<file path="config.mk">
export PLATFORM = sky130hd
export DESIGN_NAME = divtimer
export DESIGN_NICKNAME = d
export VERILOG_FILES = /design/src/rtl/cdt_pkg.sv /design/src/rtl/cdt_prescaler.sv /design/src/rtl/cdt_countdown.sv /design/src/rtl/cdt_pending.sv /design/src/rtl/divtimer.sv
export SDC_FILE = /design/constraint.sdc
export NUM_CORES = 1
export LEC_CHECK = 0
export BUFFER_PORTS_ARGS = -buffer_cell sky130_fd_sc_hd__buf_4
export CELL_PAD_IN_SITES_DETAIL_PLACEMENT = 1
export CELL_PAD_IN_SITES_GLOBAL_PLACEMENT = 2
export CORE_ASPECT_RATIO = 1.2
export CORE_MARGIN = 3
export CORE_UTILIZATION = 30
export CTS_BUF_LIST = sky130_fd_sc_hd__clkbuf_8
export CTS_CLUSTER_SIZE = 30
export DETAILED_ROUTE_END_ITERATION = 6
export PLACE_DENSITY_LB_ADDON = 0.1
export SLEW_MARGIN = 5
export SYNTH_ARGS = -nofsm -noshare
export SYNTH_HDL_FRONTEND = slang
export SYNTH_SLANG_ARGS = --single-unit
</file>
<file path="constraint.sdc">
create_clock -name clk -period 3.8 [get_ports clk]
set_input_delay 0.19 -clock clk [delete_from_list [all_inputs] [get_ports clk]]
set_output_delay 0.19 -clock clk [all_outputs]
set_load 0.1 [all_outputs]
</file>
<file path="src/rtl/cdt_pkg.sv">
package cdt_pkg;

    localparam int ENTRY_W   = 32;
    localparam int VEC_W     = 8;
    localparam int SENDP_BIT = 12;
    localparam int MASK_BIT  = 16;
    localparam int PER_BIT   = 17;
    localparam int DIVCFG_W  = 4;
    localparam int EXP_W     = 3;
    localparam int MAX_EXP   = (1 << EXP_W) - 1;

    typedef logic [EXP_W-1:0] div_exp_t;

    typedef struct packed {
        logic             periodic;
        logic             masked;
        logic             send_pend;
        logic [VEC_W-1:0] vector;
    } entry_t;

    localparam entry_t ENTRY_RESET = '{periodic: 1'b0, masked: 1'b1,
                                       send_pend: 1'b0, vector: '0};

    function automatic div_exp_t decode_div(input logic [DIVCFG_W-1:0] cfg);
        return div_exp_t'({cfg[3], cfg[1:0]}) + div_exp_t'(1);
    endfunction

    function automatic entry_t entry_unpack(input logic [ENTRY_W-1:0] w,
                                            input logic force_mask);
        entry_t e;
        e.periodic  = w[PER_BIT];
        e.masked    = w[MASK_BIT] | force_mask;
        e.send_pend = w[SENDP_BIT];
        e.vector    = w[VEC_W-1:0];
        return e;
    endfunction

    function automatic logic [ENTRY_W-1:0] entry_pack(input entry_t e);
        logic [ENTRY_W-1:0] w;
        w              = '0;
        w[PER_BIT]     = e.periodic;
        w[MASK_BIT]    = e.masked;
        w[SENDP_BIT]   = e.send_pend;
        w[VEC_W-1:0]   = e.vector;
        return w;
    endfunction

endpackage

</file>
<file path="src/rtl/cdt_prescaler.sv">
module cdt_prescaler
    import cdt_pkg::*;
#(
    parameter int PSC_W = MAX_EXP
) (
    input  logic     clk,
    input  logic     rst,
    input  logic     restart,
    input  div_exp_t exp_sel,
    output logic     tick
);

    logic [PSC_W-1:0] phase_q;
    logic [PSC_W:0]   one_sh;
    logic [PSC_W-1:0] span;

    assign one_sh = (PSC_W+1)'(1) << exp_sel;
    assign span   = PSC_W'(one_sh - (PSC_W+1)'(1));
    assign tick   = ((phase_q & span) == span);

    always_ff @(posedge clk) begin
        if (rst || restart) phase_q <= '0;
        else                phase_q <= phase_q + PSC_W'(1);
    end

    // after a restart the phase begins at zero
    assert_phase_restart_R1: assert property (@(posedge clk) disable iff (rst)
        restart |=> (phase_q == '0));

endmodule

</file>
<file path="src/rtl/cdt_countdown.sv">
module cdt_countdown #(
    parameter int CNT_W = 32
) (
    input  logic             clk,
    input  logic             rst,
    input  logic             load,
    input  logic [CNT_W-1:0] load_val,
    input  logic             tick,
    input  logic             periodic,
    output logic [CNT_W-1:0] cur,
    output logic             expire
);

    localparam logic [CNT_W-1:0] ONE = CNT_W'(1);

    logic [CNT_W-1:0] cur_q;
    logic [CNT_W-1:0] start_q;
    logic             run_q;

    assign expire = tick && run_q && (cur_q == ONE);
    assign cur    = cur_q;

    always_ff @(posedge clk) begin
        if (rst) begin
            cur_q   <= '0;
            start_q <= '0;
            run_q   <= 1'b0;
        end else if (load) begin
            cur_q   <= load_val;
            start_q <= load_val;
            run_q   <= (load_val != '0);
        end else if (tick && run_q) begin
            if (cur_q == ONE) begin
                if (periodic) begin
                    cur_q <= start_q;
                end else begin
                    cur_q <= '0;
                    run_q <= 1'b0;
                end
            end else begin
                cur_q <= cur_q - ONE;
            end
        end
    end

    // a zero start value leaves the timer idle at zero
    assert_zero_halts_R2: assert property (@(posedge clk) disable iff (rst)
        (load && load_val == '0) |=> (cur_q == '0 && !run_q));

    // a stopped timer keeps its count until reloaded
    assert_oneshot_hold_R4: assert property (@(posedge clk) disable iff (rst)
        (!run_q && !load) |=> $stable(cur_q));

    // periodic expiry reloads the start value
    assert_periodic_reload_R5: assert property (@(posedge clk) disable iff (rst)
        (expire && periodic && !load) |=> (cur_q == start_q && run_q));

endmodule

</file>
<file path="src/rtl/cdt_pending.sv">
module cdt_pending #(
    parameter int PEND_W = 4
) (
    input  logic              clk,
    input  logic              rst,
    input  logic              clr,
    input  logic              inc,
    input  logic              dec,
    output logic [PEND_W-1:0] count
);

    localparam logic [PEND_W-1:0] MAXV = {PEND_W{1'b1}};

    logic [PEND_W-1:0] cnt_q;

    assign count = cnt_q;

    always_ff @(posedge clk) begin
        if (rst || clr) begin
            cnt_q <= '0;
        end else begin
            case ({inc, dec})
                2'b10:   if (cnt_q != MAXV) cnt_q <= cnt_q + PEND_W'(1);
                2'b01:   if (cnt_q != '0)   cnt_q <= cnt_q - PEND_W'(1);
                default: cnt_q <= cnt_q;
            endcase
        end
    end

    // a full counter stays full on a further expiry
    assert_no_wrap_R11: assert property (@(posedge clk) disable iff (rst)
        (cnt_q == MAXV && inc && !dec && !clr) |=> (cnt_q == MAXV));

    // a clear request empties the counter
    assert_clear_R3: assert property (@(posedge clk) disable iff (rst)
        clr |=> (cnt_q == '0));

    // an expiry with room adds exactly one
    assert_step_R6: assert property (@(posedge clk) disable iff (rst)
        (inc && !dec && !clr && cnt_q != MAXV) |=> (cnt_q == $past(cnt_q) + PEND_W'(1)));

endmodule

</file>
<file path="src/rtl/divtimer.sv">
module divtimer
    import cdt_pkg::*;
#(
    parameter int CNT_W  = 32,
    parameter int PEND_W = 4
) (
    input  logic              clk,
    input  logic              rst,
    input  logic              sw_enable,
    input  logic              init_wr,
    input  logic [CNT_W-1:0]  init_data,
    input  logic              div_wr,
    input  logic [3:0]        div_data,
    input  logic              entry_wr,
    input  logic [31:0]       entry_data,
    output logic [31:0]       entry_rd,
    output logic [CNT_W-1:0]  cur_count,
    output logic [PEND_W-1:0] pend_count,
    output logic              pend_valid,
    input  logic              deliver
);

    logic [DIVCFG_W-1:0] div_cfg_q;
    entry_t              entry_q;
    div_exp_t            exp_sel;
    logic                tick;
    logic                expire;
    logic                take;

    assign exp_sel = decode_div(div_cfg_q);

    always_ff @(posedge clk) begin
        if (rst)         div_cfg_q <= '0;
        else if (div_wr) div_cfg_q <= div_data;
    end

    always_ff @(posedge clk) begin
        if (rst) begin
            entry_q <= ENTRY_RESET;
        end else if (entry_wr) begin
            entry_q <= entry_unpack(entry_data, !sw_enable);
        end else if (!sw_enable) begin
            entry_q.masked <= 1'b1;
        end
    end

    cdt_prescaler #(.PSC_W(MAX_EXP)) u_psc (
        .clk     (clk),
        .rst     (rst),
        .restart (init_wr),
        .exp_sel (exp_sel),
        .tick    (tick)
    );

    cdt_countdown #(.CNT_W(CNT_W)) u_cnt (
        .clk      (clk),
        .rst      (rst),
        .load     (init_wr),
        .load_val (init_data),
        .tick     (tick),
        .periodic (entry_q.periodic),
        .cur      (cur_count),
        .expire   (expire)
    );

    assign pend_valid = sw_enable && !entry_q.masked && (pend_count != '0);
    assign take       = deliver && pend_valid;

    cdt_pending #(.PEND_W(PEND_W)) u_pend (
        .clk   (clk),
        .rst   (rst),
        .clr   (init_wr || !sw_enable),
        .inc   (expire),
        .dec   (take),
        .count (pend_count)
    );

    assign entry_rd = entry_pack(entry_q);

    // disabling forces the mask and empties the pending count
    assert_mask_forced_R8: assert property (@(posedge clk) disable iff (rst)
        !sw_enable |=> (entry_rd[MASK_BIT] && pend_count == '0));

    // unkept entry bits never read back as one
    assert_entry_clean_R9: assert property (@(posedge clk) disable iff (rst)
        entry_wr |=> (entry_rd[31:18] == '0 && entry_rd[15:13] == '0 && entry_rd[11:8] == '0));

endmodule

</file>
### After elaboration in Yosys (flattened, before gate mapping)

Index checks and enable logic that the tools add are counted.

* input bits: 75
* bits in registers: 91
* output and inout port bits: 69
* logic and storage cells: 58

* muxes and demuxes: 13
* equality and inequality tests: 9
* bitwise logic cells: 2
* $add $sub $neg: 6
* shifts and indexed selects: 1
* reductions and logical operators: 17

Operators by type and width (count)
* $mux 32: 4
* $eq 32x1->1 const B: 1
* $reduce_bool 32->1: 1
* $sub 32x1->32 const B: 1
* $mux 4: 2
* $pmux 4 s2: 1
* $add 7x1->7 const B: 1
* $and 7x7->7: 1
* $eq 7x7->1: 1
* $shl 1x3->7 const A: 1
* $sub 7x1->7 const B: 1
* $mux 1: 6
* $reduce_and 3->1: 2
* $reduce_bool 2->1: 3
* $logic_and 1x1->1: 5
* $add 4x1->4 const B: 1
* $ne 2x1->1 const B: 2
* $ne 2x2->1 const B: 2
* $ne 4x4->1 const B: 1
* $reduce_bool 4->1: 1
* $sub 4x1->4 const B: 1
* $add 3x1->3 const B: 1
* $logic_or 1x1->1: 3
* $eq 2x1->1 const B: 1
* other kinds (3): 4

### Longest topological paths before layout

Gate-level depths: netlist of run 1.

* depth after elaboration: 10
* mapped depth: 17
* mapped depth without buffers: 16

### Hierarchy

From an unflattened synthesis of run 1, not the netlist that was laid out.

* cells, all modules: 612
* area total of the unflattened synthesis: 5019.8 µm²

Modules (own cells, without submodules)
* cdt_countdown: seq. area each 1301.2 µm², instances 1, cells an instance 471, area each 3704.8 µm²
* divtimer: seq. area each 280.3 µm², instances 1, cells an instance 74, area each 708.2 µm²
* cdt_prescaler: seq. area each 140.1 µm², instances 1, cells an instance 38, area each 322.8 µm²
* cdt_pending: seq. area each 80.1 µm², instances 1, cells an instance 29, area each 284.0 µm²

### Least setup slack after synthesis of run 1

OpenSTA, ideal clock, no wires.

* path type: register to register
* from: register u_pend.cnt_q[0], in the netlist u_pend.count[0]
* to: register u_pend.cnt_q[3], in the netlist u_pend.count[3]
* arrival time: 5.032 ns
* period minus slack after synthesis: 5.106 ns
* setup time: 0.074 ns
* stages on the path, launching flop included: 12
* buffers on the path: 0
* setup slack: -1.306 ns
* data required time: 3.726 ns
* path through: dfxtp_1 nor4_1 nor3b_1 nand3_1 inv_1 ha_1 a21o_1 a21o_1 nand2_1 nor4_1 a21oi_1 mux2i_1

* longest elaborated chain between the ends: 6
* elaborated cells on any way between the ends: 15
* those cells by class: add/sub: 2; eq/ne: 5; mux: 3; reduce/logical: 5

RTL lines
* start: declaration: RTL line cdt_pending.sv:14 `logic [PEND_W-1:0] cnt_q;`
* start signal: assignment: RTL line cdt_pending.sv:23 `2'b10: if (cnt_q != MAXV) cnt_q <= cnt_q + PEND_W'(1);`
* start signal: assignment: RTL line cdt_pending.sv:24 `2'b01: if (cnt_q != '0) cnt_q <= cnt_q - PEND_W'(1);`
* start signal: assignment: RTL line cdt_pending.sv:25 `default: cnt_q <= cnt_q;`
* $reduce_bool 4->1 *: RTL line divtimer.sv:66 `assign pend_valid = sw_enable && !entry_q.masked && (pend_count != '0);`
* $logic_and 1x1->1 *: RTL line divtimer.sv:66
* via pend_valid: RTL line divtimer.sv:19 `output logic pend_valid,`
* $logic_and 1x1->1 *: RTL line divtimer.sv:67 `assign take = deliver && pend_valid;`
* $eq 2x2->1 or $eq 2x1->1 (tied branches): RTL line cdt_pending.sv:22 `case ({inc, dec})`
* $ne 2x1->1 (no line), or another cell as far along
* $reduce_and 3->1 (no line)

Mark *: on every way through the listed nets, which the timed path passes. The rest lies on a longest branch. The select of a mux whose other input is x is not followed.
A chain may end at the register's enable or synchronous reset.

### Worst setup path in the final report of run 1

* from: register div_cfg_q[0]
* to: register u_pend.cnt_q[3], in the netlist u_pend.count[3]

* longest elaborated chain between the ends: 10
* elaborated cells on any way between the ends: 14
* those cells by class: add/sub: 2; eq/ne: 5; shift: 1; mux: 1; bitwise: 1; reduce/logical: 4

RTL lines
* start: declaration: RTL line divtimer.sv:23 `logic [DIVCFG_W-1:0] div_cfg_q;`
* start signal: assignment: RTL line divtimer.sv:34 `else if (div_wr) div_cfg_q <= div_data;`
* $add 3x1->3 *: RTL line cdt_pkg.sv:25 `return div_exp_t'({cfg[3], cfg[1:0]}) + div_exp_t'(1);`
* $shl 1x3->7 *: RTL line cdt_prescaler.sv:17 `assign one_sh = (PSC_W+1)'(1) << exp_sel;`
* $sub 7x1->7 *: RTL line cdt_prescaler.sv:18 `assign span = PSC_W'(one_sh - (PSC_W+1)'(1));`
* $and 7x7->7: RTL line cdt_prescaler.sv:19 `assign tick = ((phase_q & span) == span);`
* $eq 7x7->1 *: RTL line cdt_prescaler.sv:19
* $logic_and 1x1->1 * (2 in series): RTL line cdt_countdown.sv:20 `assign expire = tick && run_q && (cur_q == ONE);`
* $eq 2x2->1 or $eq 2x1->1 (tied branches): RTL line cdt_pending.sv:22
* $ne 2x1->1 (no line), or another cell as far along
* $reduce_and 3->1 (no line)

Mark *: on every way between the ends. The rest lies on a longest branch, timed or not.

==> metrics.cfg, run 1 <==
[routing]
dr.pass1.iters=4
wl_per_cell_um=20.2
avgViaCountPerCell=5.54
drt_iter0_drc=197
num_vias=5189
ant_nets=0
drc=0
wirelength_mm=18.9

[layout]
syn2layout_area_growth_pct=22.5
multiInputGateArea_sq_um=2980
drive_gt1_share_pct=21.4
nNetsFinal=802
area.sequential_sq_um=1800
fill_cells=1979
n_antenna_cell=0

[global_routing]
grt_max_degree=75
antenna_found_initial=0
grt_overflow_total=0
grt_pass1_wl_mm=29.6
grtUsageTotal_pct=20.1
grt_pass1_vias=5261

[floorplanning]
die_area_sq_um=18600
rows=51
die_y_um=149
core_area_sq_um=16400
die_w_um=125
io_pins=144
start_util_pct=31.0

[cts]
clockRootBuffer=clkbuf_8
htree_num_levels=3
cts_tree=yes
clock_path_buffers=2
path_clk_slew_ps=90
hold_buffers=0
insertion_delay_ps=390
post_cts_buffers=0
cts_sinks=90
cts_resized=0
numCtsBuffers=9

[synth]
yosysWarnings=0
yosys_register_bits=90
synth_area_sq_um=5090
yosysTopAreaCell=dfxtp_1
yosysMostFrequentCell=dfxtp_1
syn_avg_cell_area_sq_um=8.06
synthTopCellsByCount=dfxtp_1, nand2_1, a21oi_1, nor2_1
ys.flop_type=dfxtp_1
synth.distinct_cells=70
yosys-top-cells-area=dfxtp_1, mux2i_1, nand2_1, a21oi_1, nor2_1
syn_inst=631
yosys.area.top_type_share_pct=35.4
synth_edf_count=0
async_reset_ff_share_pct=0
seq_area_frac_synth_pct=35.4

[sta]
hold-worst-slack_ps=39.1
min_period_over_period_pct=88.7
period_needed_ps=3370
tns_ps=0
slew_viol_final=0
fmaxAchievable_mhz=297
rsz0062_at_grt=no
skew_ps=12.4
setup_viol=0
max_slew_margin_pct=41.8
worstMarginPinSlew_ps=873
final-hold-violation-count=0

[critical_path]
cp_slowest_cell=or4bb_1
crit_path_start_kind=flop
crit_chain=or3_1 > ha_1 > or4bb_1 > a31oi_1 > a21oi_1 > nand3_4 > nand3_1 > inv_1 > ha_1 > a21o_1 > a21o_1 > nand2_1 > nor4_1 > a21oi_1 > mux2i_1
worstPathArrival_ps=3690
cp_num_buf_inv=1
r2r_start=div_cfg_q[0]
required_ps=4120
cpPeakStageDelay_ps=480
crit_start=div_cfg_q[0]
crit_type=reg -> reg
critical_path.top_delay_family=simple AND/OR/NAND/NOR gates
crit_path_max_fanout=8
end_kind=flop

[run_status]
status=finished, final reports clean

[place]
dp_hpwl_mm=13.4
place_congestion=0.826
portBuffers=100

[power_and_ir_drop]
ir_drop_uv=175
powerDensity_nw_per_um2=405
leakage_nw=2.54

[min_path]
hold_path.class=in -> reg
hold_start=sw_enable

[run]
drv_cap=0

flip-flops by register name, indices dropped and copies added (netlist names):
| register | flops |
|---|---|
| div_cfg_q | 3 |
| u_cnt.run_q | 1 |
| u_cnt.start_q | 32 |
| u_pend.count | 4 |
| entry_rd | 11 |
| u_cnt.cur | 32 |
| u_psc.phase_q | 7 |
through the flow:
| stage | std cells | instance area [sq um] | total power, W | util [%] | setup slack [ps] |
|---|---|---|---|---|---|
| 3_3_place_gp | 921 | 6000 | 0.00177 | 36.6 | 490 |
| 2_1_floorplan | 651 | 5170 | 0.00158 | - | 231 |
| 6_report | 937 | 6230 | 0.00252 | 38.0 | 429 |
| 5_1_grt | 937 | 6230 | 0.00264 | 38.0 | 104 |
| 3_5_place_dp | 921 | 6000 | 0.00178 | 36.6 | 331 |
| 4_1_cts | 937 | 6230 | 0.00255 | 38.0 | 307 |
report_power, final:
group	switching (W)	internal, W	leakage, nW
Clock	0.000376	0.000390	0.112
Sequential	0.0000575	0.000993	0.741
Combinational	0.000520	0.000189	1.69
final cells by class:
type	count	share of cell area, %
well taps	212	4.25
repair buffers	122	14.7
clock buffers	10	2.21
multi-input cells	486	47.8
inverters	11	0.662
flip-flops and latches	90	28.9
clock inverters	6	1.44
cells in the final DEF, fill, tap and decap left out, drive strengths merged, types with 5 or more instances in the layout:
cell,synthesis,routed
a211oi,6,6
a21o,6,6
a21oi,53,53
a221oi,12,12
a311oi,9,9
a31oi,11,11
and2,6,6
and3,7,7
buf,39,122
clkbuf,25,10
conb,1,21
dfxtp,90,90
ha,6,6
inv,11,11
mux2i,30,30
nand2,75,75
nand2b,5,5
nand3,25,25
nand4,9,9
nor2,54,54
nor3,15,15
nor4,19,19
o211ai,8,8
o21ai,30,30
o22ai,11,11
or3,7,7
xnor2,7,7
xor2,5,5
worst paths after layout:
check	end	slack, ps	cells past startpoint
hold / removal	entry_rd[16]	40	2
hold reg to reg	u_cnt.start_q[10]	470	2
setup / recovery	u_pend.count[3]	430	15
setup reg to reg	u_pend.count[3]	430	15
logic make-up after synthesis:
group,count (synthesis),share of synthesized area (%)
AOI/OAI and AO/OA,172,22.1
xor gates and xnor gates,12,2.07
adders and majority gates,7,1.87
buffers and inverters,75,7.84
DFF,90,35.4
muxes,31,6.20
other,1,0.0737
and+or+nand+nor,243,24.5
per-layer routing:
layer | global-route usage, % | up-vias | share of wire [%]
li1 | - | 2474 | -
met1 | 25.6 | 2563 | 44
met2 | 35.3 | 136 | 50
met3 | 2.69 | 16 | 4.5
met4 | 6.56 | 0 | 1.4
met5 | 0 | - | 0
No activity file was read; power rests on OpenSTA's default activity.
==> run 2, diff against run 1 <==
--- a/config.mk
+++ b/config.mk
@@ -5,6 +5,7 @@
 export SDC_FILE = /design/constraint.sdc
 export NUM_CORES = 1
 export LEC_CHECK = 0
+export ABC_CLOCK_PERIOD_IN_PS = 3800
 export BUFFER_PORTS_ARGS = -buffer_cell sky130_fd_sc_hd__buf_4
 export CELL_PAD_IN_SITES_DETAIL_PLACEMENT = 1
 export CELL_PAD_IN_SITES_GLOBAL_PLACEMENT = 2
@@ -14,7 +15,7 @@
 export CTS_BUF_LIST = sky130_fd_sc_hd__clkbuf_8
 export CTS_CLUSTER_SIZE = 30
 export DETAILED_ROUTE_END_ITERATION = 6
-export PLACE_DENSITY_LB_ADDON = 0.1
+export PLACE_DENSITY_LB_ADDON = 0.12
 export SLEW_MARGIN = 5
 export SYNTH_ARGS = -nofsm -noshare
 export SYNTH_HDL_FRONTEND = slang
==> run 2 against run 1 <==
Total power increased by 1.1%. Combinational power shrank 0.7%. Cell area shrank 0.30%. Sequential share of layout area rose by 0.087 points. Critical path type unchanged. Largest cell class unchanged.
==> metrics.cfg, run 2 (same netlist as run 1, synthesis figures left out) <==
[power_and_ir_drop]
internal_power_w=0.00161  ; was 0.00157 W
p_seq_share_pct=41.2  ; was 41.6%
leakage_nw=2.54  ; about the same
p_switching_w=0.000942  ; was 0.000953 W
pwr-share-clk_pct=31.2  ; was 30.3%
swShare_pct=36.9  ; was 37.8%
combPwrFrac_pct=27.6  ; was 28.1%
ir_drop_uv=133  ; was 175 uV
powerDensity_nw_per_um2=411  ; was 405 nW/um^2

[global_routing]
grt_max_degree=75  ; unchanged
grtUsageTotal_pct=20.6  ; was 20.1%
antenna_found_initial=0  ; unchanged
grt_pass1_vias=5522  ; was 5261
grt_pass1_wl_mm=30.6  ; was 29.6 mm
grt_overflow_total=0  ; unchanged

[floorplanning]
core_area_sq_um=16400  ; unchanged
die_area_sq_um=18600  ; unchanged
rows=51  ; unchanged
io_pins=144  ; unchanged
die_y_um=149  ; unchanged
start_util_pct=31.0  ; unchanged
die_w_um=125  ; unchanged

[layout]
syn2layout_area_growth_pct=22.2  ; was 22.5%
layoutNonFillerInstCount=934  ; was 937
layout_commonest_cell=buf_4  ; unchanged
nNetsFinal=799  ; was 802
final_cell_mix=buf_4, dfxtp_1, nand2_1, a21oi_1, nor2_1  ; unchanged
drive_gt1_share_pct=20.6  ; was 21.4%
n_antenna_cell=0  ; unchanged
final_design_area_no_fill_sq_um=6220  ; was 6230 sq um
utilization_pct=37.9  ; was 38.0%

[cts]
path_clk_slew_ps=90  ; about the same
clock_path_buffers=2  ; unchanged
numCtsBuffers=9  ; unchanged
cts_sinks=90  ; unchanged
cts_tree=yes  ; unchanged
htree_num_levels=3  ; unchanged
clockRootBuffer=clkbuf_8  ; unchanged
insertion_delay_ps=380  ; was 390 ps
cts_resized=0  ; unchanged
hold_buffers=0  ; unchanged
post_cts_buffers=0  ; unchanged

[routing]
ant_nets=0  ; unchanged
dr.pass1.iters=4  ; unchanged
wirelength_mm=19.1  ; was 18.9 mm
wl_per_cell_um=20.4  ; was 20.2 um
drt_iter0_drc=193  ; was 197
avgViaCountPerCell=5.48  ; was 5.54
drc=0  ; unchanged
num_vias=5119  ; was 5189

[sta]
rsz0062_at_grt=no  ; unchanged
tns_ps=0  ; unchanged
period_needed_ps=3350  ; was 3370 ps
worstMarginPinSlew_ps=1210  ; was 873 ps
final-hold-violation-count=0  ; unchanged
setup_viol=0  ; unchanged
skew_ps=8.17  ; was 12.4 ps
fmaxAchievable_mhz=298  ; was 297 MHz
slew_viol_final=0  ; unchanged
min_period_over_period_pct=88.3  ; was 88.7%
max_slew_margin_pct=18.9  ; was 41.8%

[critical_path]
crit_path_max_fanout=8  ; unchanged
cp_slowest_cell=or4bb_1  ; unchanged
cp_num_buf_inv=1  ; unchanged
crit_type=reg -> reg  ; unchanged
crit_chain=or3_1 > ha_1 > or4bb_1 > a31oi_1 > a21oi_1 > nand3_4 > nand3_1 > inv_1 > ha_1 > a21o_1 > a21o_1 > nand2_1 > nor4_1 > a21oi_1 > mux2i_1  ; unchanged
required_ps=4110  ; was 4120 ps
crit_path_start_kind=flop  ; unchanged
critical_path.top_delay_family=simple AND/OR/NAND/NOR gates  ; unchanged
cpPeakStageDelay_ps=480  ; about the same
worstPathArrival_ps=3660  ; was 3690 ps
end_kind=flop  ; unchanged

[run_status]
status=finished, final reports clean  ; unchanged

[min_path]
hold_path.class=in -> reg  ; unchanged

[place]
dpl_cell_area_sq_um=5980  ; was 6000 sq um
place_congestion=0.843  ; was 0.826
portBuffers=100  ; unchanged
dp_hpwl_mm=13.6  ; was 13.4 mm
placedCellCount=918  ; was 921

[run]
drv_cap=0  ; unchanged

[run 2: worst paths after layout]
path	startpoint	cells after the start	end	slack, ps
min	entry_data[16]	3	entry_rd[16]	50
max	div_cfg_q[0]	15	u_pend.count[3]	450
min reg2reg	u_cnt.start_q[3]	2	u_cnt.start_q[3]	470
max reg2reg	div_cfg_q[0]	15	u_pend.count[3]	450
[run 2: worst reg2reg max path: cells and delay by family (launching register included)]
kind / cells / cell delay, ps
flops: 1 / 380
mux: 1 / 190
fa+ha+maj: 2 / 470
simple gates: 6 / 1220
buf+inv: 1 / 100
compound gates: 5 / 940
[run 2: cell type report]
cell class / instances / area [sq um]
clock inverters: 7 / 110
repair buffers: 119 / 893
flip-flops and latches: 90 / 1800
clock buffers: 9 / 124
fillers: 1962 / 10200
inverters: 11 / 41.3
multi-input cells: 486 / 2980
well taps: 212 / 265
[run 2: per-layer routing]
metal / global-route usage (%) / wire [um] / vias up / part of all wire (%)
li1: - / - / 2466 / -
met5: 0 / 0 / - / 0
met3: 2.91 / 707 / 17 / 3.7
met2: 36.3 / 9460 / 106 / 50
met1: 26.2 / 8630 / 2530 / 45
met4: 6.18 / 295 / 0 / 1.5
[run 2: power groups by stage]
stage | clock (W) | sequential (W) | combinational [W]
after detailed placement | 0 | 0.00107 | 0.000708
after global placement | 0 | 0.00107 | 0.000697
after floorplan | 0 | 0.00124 | 0.000342
after global routing | 0.000858 | 0.00106 | 0.000751
final | 0.000796 | 0.00105 | 0.000704
after CTS | 0.000817 | 0.00105 | 0.000710
[run 2: stage by stage]
stage,total power [W],hold slack (ps),setup WS [ps]
3_3_place_gp,0.00177,425,481
6_report,0.00255,50.1,446
4_1_cts,0.00258,29.1,319
5_1_grt,0.00267,34.7,84.6
3_5_place_dp,0.00178,436,336
2_1_floorplan,0.00158,262,231
